$ cat src/rtl/wdg_pkg.sv
package wdg_pkg;
  typedef enum logic {
    SEQ_IDLE  = 1'b0,
    SEQ_ARMED = 1'b1
  } seq_state_t;
endpackage

$ cat src/rtl/wdg_keyseq.sv
module wdg_keyseq #(
  parameter int ADDR_W     = 8,
  parameter int DATA_W     = 8,
  parameter logic [ADDR_W-1:0] REG_ADDR   = 8'hA6,
  parameter logic [DATA_W-1:0] KEY_FIRST  = 8'h1E,
  parameter logic [DATA_W-1:0] KEY_SECOND = 8'hE1
) (
  input  logic              clk,
  input  logic              rst,
  input  logic              clr_i,
  input  logic              wr_en_i,
  input  logic [ADDR_W-1:0] wr_addr_i,
  input  logic [DATA_W-1:0] wr_data_i,
  output logic              svc_o
);
  import wdg_pkg::*;

  seq_state_t state_q;
  logic       reg_hit;
  logic       svc_q;

  assign reg_hit = wr_en_i && (wr_addr_i == REG_ADDR);

  // A write to the service register always decides the next key state;
  // writes elsewhere leave a partial key untouched.
  always_ff @(posedge clk) begin
    if (rst || clr_i) begin
      state_q <= SEQ_IDLE;
      svc_q   <= 1'b0;
    end else begin
      svc_q <= reg_hit && (state_q == SEQ_ARMED) && (wr_data_i == KEY_SECOND);
      if (reg_hit)
        state_q <= (wr_data_i == KEY_FIRST) ? SEQ_ARMED : SEQ_IDLE;
    end
  end

  assign svc_o = svc_q;

  // a key completion follows a second-key write to the register
  assert_key_source_R2: assert property (@(posedge clk) disable iff (rst)
    svc_o |-> $past(reg_hit && (wr_data_i == KEY_SECOND)));

  // foreign-address writes keep an armed partial key armed
  assert_foreign_keeps_R6: assert property (@(posedge clk) disable iff (rst)
    (state_q == SEQ_ARMED && !reg_hit && !clr_i) |=> (state_q == SEQ_ARMED));
endmodule

$ cat src/rtl/wdg_cycle_cnt.sv
module wdg_cycle_cnt #(
  parameter int CNT_W = 14
) (
  input  logic clk,
  input  logic rst,
  input  logic clr_i,
  input  logic svc_i,
  input  logic tick_i,
  output logic ovf_o
);
  localparam logic [CNT_W-1:0] CNT_MAX = {CNT_W{1'b1}};

  logic             en_q;
  logic [CNT_W-1:0] cnt_q;

  always_ff @(posedge clk) begin
    if (rst || clr_i) begin
      en_q  <= 1'b0;
      cnt_q <= '0;
    end else if (svc_i) begin
      en_q  <= 1'b1;
      cnt_q <= '0;
    end else if (en_q && tick_i) begin
      cnt_q <= cnt_q + 1'b1;
    end
  end

  assign ovf_o = en_q && tick_i && !svc_i && !clr_i && (cnt_q == CNT_MAX);

  // a dormant guard holds a zero count
  assert_idle_zero_R1: assert property (@(posedge clk) disable iff (rst)
    !en_q |-> (cnt_q == '0));

  // nothing but the clear path can drop the enable
  assert_no_sw_disable_R8: assert property (@(posedge clk) disable iff (rst)
    (en_q && !clr_i) |=> en_q);

  // service leaves an awake, zeroed counter
  assert_service_zero_R4: assert property (@(posedge clk) disable iff (rst)
    (svc_i && !clr_i) |=> (en_q && cnt_q == '0));

  // a gated edge leaves the count unchanged
  assert_gated_hold_R11: assert property (@(posedge clk) disable iff (rst)
    (!tick_i && !svc_i && !clr_i) |=> $stable(cnt_q));
endmodule

$ cat src/rtl/wdg_pulse.sv
module wdg_pulse #(
  parameter int PULSE_CLKS = 96
) (
  input  logic clk,
  input  logic rst,
  input  logic fire_i,
  output logic pulse_o
);
  localparam int PW = $clog2(PULSE_CLKS + 1);
  localparam logic [PW-1:0] LOAD = PW'(PULSE_CLKS - 1);

  logic [PW-1:0] rem_q;
  logic          out_q;

  always_ff @(posedge clk) begin
    if (rst) begin
      rem_q <= '0;
      out_q <= 1'b0;
    end else if (fire_i) begin
      rem_q <= LOAD;
      out_q <= 1'b1;
    end else if (rem_q != '0) begin
      rem_q <= rem_q - 1'b1;
    end else begin
      out_q <= 1'b0;
    end
  end

  assign pulse_o = out_q;

  // a pulse only starts from an overflow
  assert_start_from_ovf_R3: assert property (@(posedge clk) disable iff (rst)
    $rose(pulse_o) |-> $past(fire_i));

  // hardware reset ends any pulse
  assert_hw_reset_ends_R10: assert property (@(posedge clk)
    rst |=> !pulse_o);
endmodule

$ cat src/rtl/cycle_watchdog.sv
module cycle_watchdog #(
  parameter int ADDR_W     = 8,
  parameter int DATA_W     = 8,
  parameter int CNT_W      = 14,
  parameter int PULSE_CLKS = 96,
  parameter logic [ADDR_W-1:0] REG_ADDR   = 8'hA6,
  parameter logic [DATA_W-1:0] KEY_FIRST  = 8'h1E,
  parameter logic [DATA_W-1:0] KEY_SECOND = 8'hE1
) (
  input  logic              clk,
  input  logic              rst,
  input  logic              wr_en,
  input  logic [ADDR_W-1:0] wr_addr,
  input  logic [DATA_W-1:0] wr_data,
  input  logic              cycle_tick,
  output logic              rst_out
);
  logic svc;
  logic ovf;
  logic pulse;

  // the outgoing pulse resets this block as it resets the rest of the chip
  wdg_keyseq #(
    .ADDR_W(ADDR_W), .DATA_W(DATA_W), .REG_ADDR(REG_ADDR),
    .KEY_FIRST(KEY_FIRST), .KEY_SECOND(KEY_SECOND)
  ) u_keyseq (
    .clk(clk), .rst(rst), .clr_i(pulse),
    .wr_en_i(wr_en), .wr_addr_i(wr_addr), .wr_data_i(wr_data),
    .svc_o(svc)
  );

  wdg_cycle_cnt #(.CNT_W(CNT_W)) u_cnt (
    .clk(clk), .rst(rst), .clr_i(pulse), .svc_i(svc),
    .tick_i(cycle_tick), .ovf_o(ovf)
  );

  wdg_pulse #(.PULSE_CLKS(PULSE_CLKS)) u_pulse (
    .clk(clk), .rst(rst), .fire_i(ovf), .pulse_o(pulse)
  );

  assign rst_out = pulse;

  // no second overflow while a pulse is running
  assert_no_refire_R9: assert property (@(posedge clk) disable iff (rst)
    pulse |-> !ovf);
endmodule

$ cat config.mk
export PLATFORM = sky130hd
export DESIGN_NAME = cycle_watchdog
export DESIGN_NICKNAME = d
export VERILOG_FILES = /design/src/rtl/wdg_pkg.sv /design/src/rtl/wdg_keyseq.sv /design/src/rtl/wdg_cycle_cnt.sv /design/src/rtl/wdg_pulse.sv /design/src/rtl/cycle_watchdog.sv
export SDC_FILE = /design/constraint.sdc
export NUM_CORES = 1
export LEC_CHECK = 0
export BUFFER_PORTS_ARGS = -buffer_cell sky130_fd_sc_hd__buf_4
export CORE_MARGIN = 2
export CORE_UTILIZATION = 40
export DETAILED_ROUTE_END_ITERATION = 8
export PLACE_DENSITY_LB_ADDON = 0.25
export SLEW_MARGIN = 20
export SYNTH_ARGS = -nofsm -noshare
export SYNTH_HDL_FRONTEND = slang
export SYNTH_HIERARCHICAL = 1
export SYNTH_SLANG_ARGS = --single-unit
$ cat constraint.sdc
create_clock -name clk -period 4.9 [get_ports clk]
set_input_delay 0.98 -clock clk [delete_from_list [all_inputs] [get_ports clk]]
set_output_delay 0.98 -clock clk [all_outputs]
set_load 0.05 [all_outputs]
==> results.tsv <==
metric	value	unit
number of detailed-route iterations in the first pass	4	
final HPWL from detailed placement	2020	µm
top cell type's share of synthesized area	0.381	
post_cts resized	0	
DRC Markers	0	
post-synthesis sequential area ratio	0.381	
first-pass GRT wire length	4510	µm
die footprint	3760	µm²
clock sinks	25	
total track usage	0.158	
vias in the first global route	1074	
Fin. Hold Viols	0	
relative slew slack	0.567	
R2R cell count	7	
core area	3080	µm²
post-synthesis instance total	146	
Max FO, Critical Path	12	
hold crit path type	register to register	
Setup Buffers After CTS	0	
I/O Buffers	20	
Synth cell types	44	
Crit Reg-Reg Startpoint	u_cnt/cnt_q[0]$_SDFFE_PP0P_	
# rows	20	
Max IR drop VDD	0.238	mV
max-slew violation count	0	
clk_lat worst skew	320	ps
# H-tree levels	1	
post-synth top area cell	dfxtp_1	
IO Pins	21	
ys async rst share	0	
CP startpoint	cycle_tick	
TritonCTS Buffers	3	
fin worst setup slack	2610	ps
clock slew at reported path FFs	140	ps
final setup fails	0	
DR vias	1141	
synthesized area	1320	µm²
Routed WL	2630	µm
antenna cells	0	
Initial Util	0.427	
CP Data Required Time	5140	ps
Tmin final	2290	ps
Warnings, synthesis	6	
pin count of the biggest net entering global routing	17	
initial drt markers	86	
ANT nets after route	0	
Crit Path Category	input pin to register	
CP arrival	2520	ps
PD cells	340	nW/µm²
Setup TNS	0	ps
WL/cell	12.6	µm
fin util	0.495	
top post-synthesis cells by count	25 x dfxtp_1, 11 x nand2_1, 11 x nand2b_1	
LEAKAGE	0.547	nW
CP endpoint kind	register	
Slew @ Worst Pin	646	ps
clock root buffer master	clkbuf_4	
CTS tree	yes	
#FFs+latches synth	25	
DR vias/cell	5.46	
RSZ-0062 raised after global routing	false	
startpoint class of the critical path	input pin	
Clock Skews	9.35	ps
Area Growth Syn to Fin	15.9	%
Hold Path Depth	2	
ys flop type	dfxtp_1	
status	completed	
Post-Place Setup Slack	2260	ps
most common cell in the synthesized netlist	dfxtp_1	
syn nets	168	
Max Cap Viol	0	
dominant cells by area after synthesis	dfxtp_1 38%, mux2i_1 6.9%, nand2b_1 5.2%	
Final Wtd Congestion	0.750	
gr ovfl total	0	
final period utilization	0.467	
layout cells sized above 1	0.206	
Min-Delay Startpoint	u_keyseq/state_q$_SDFFE_PP0P_	
Max Freq	0.437	GHz
initial antenna violation count	0	
height of the die	61.3	µm
clk buf depth	2	
synthesized area per cell	9.01	µm²
NumNets Final	188	
Die X	61.3	µm
hold slack	481	ps
EDFF count, synth	0	
# hold bufs at CTS	0	
-- registers in the layout, indices dropped and copies added (netlist names) --
name	cells
u_cnt/cnt_q	14
u_pulse/rem_q	7
u_cnt/en_q	1
u_keyseq/state_q	1
u_keyseq/svc_o	1
u_pulse/pulse_o	1
-- kinds of logic (layout without fill, tap and decap cells) --
family | count (synthesis) | in the layout | synth area share
buf+inv | 11 | 30 | 0.0381
xor+xnor | 2 | 2 | 0.0133
compound gates | 21 | 21 | 0.104
fa+ha+maj | 2 | 2 | 0.0190
mux | 9 | 9 | 0.0685
simple gates | 76 | 76 | 0.377
flops | 25 | 25 | 0.381
-- per-layer routing --
metal / global-route usage / vias to the layer above / routed length [µm] / share of wire
met5: 0 / - / 0 / 0
met4: 0.0182 / 0 / 0 / 0
met3: 0.0504 / 0 / 139 / 0.053
met2: 0.263 / 31 / 1260 / 0.48
met1: 0.209 / 527 / 1230 / 0.47
li1: - / 583 / - / -
-- cell type report --
type	instances	area, µm²
inverters	6	22.5
multi-input cells	110	769
well taps	44	55.1
flip-flops and latches	25	500
clock buffers	4	26.3
fillers	307	1550
repair buffers	20	150
-- through the flow --
| stage | cell area, µm² | std cells | total power [mW] |
|---|---|---|---|
| 4_1_cts | 1520 | 209 | 0.521 |
| 6_report | 1520 | 209 | 0.518 |
| 3_3_place_gp | 1490 | 205 | 0.420 |
| 3_5_place_dp | 1490 | 205 | 0.429 |
| 2_1_floorplan | 1320 | 146 | 0.390 |
| 5_1_grt | 1520 | 209 | 0.557 |
-- worst max-delay path, stage by stage --
cell and delay (ps):
buf_4 110, nand4_2 250, nor4_1 470, and2_1 290, nand2b_1 160, mux2i_1 70
nor3_1 190
-- path summary, 6_finish.rpt --
path                              endpoint  slack [ps]
max          u_pulse/rem_q[1]$_SDFFE_PP0P_        2610
min              u_keyseq/svc_o$_SDFF_PP0_         480
max reg2reg  u_pulse/rem_q[1]$_SDFFE_PP0P_        2900
min reg2reg      u_keyseq/svc_o$_SDFF_PP0_         480
-- cell usage in the layout, fill, tap and decap left out, types with 3 or more instances in the layout --
master and instances:
nand3_1 7, buf_4 20, inv_1 6, o21ai_0 3, nand2_1 11, nor3_1 3, or4_1 5, o31ai_1 4
or3_1 3, dfxtp_1 25, nand2b_1 11, a21oi_1 7, nand4_1 4, mux2i_1 9, nor4_1 5, clkbuf_4 3
nor2_1 7
-- report_power, final --
| group | leakage (nW) | total, mW | internal, mW | switching (mW) |
|---|---|---|---|---|
| clock network | 0.0150 | 0.0913 | 0.0318 | 0.0595 |
| logic | 0.329 | 0.176 | 0.0897 | 0.0859 |
| registers | 0.202 | 0.251 | 0.225 | 0.0259 |
| total | 0.547 | 0.518 | 0.346 | 0.171 |
Note: power is estimated with default switching activity, not from simulation.
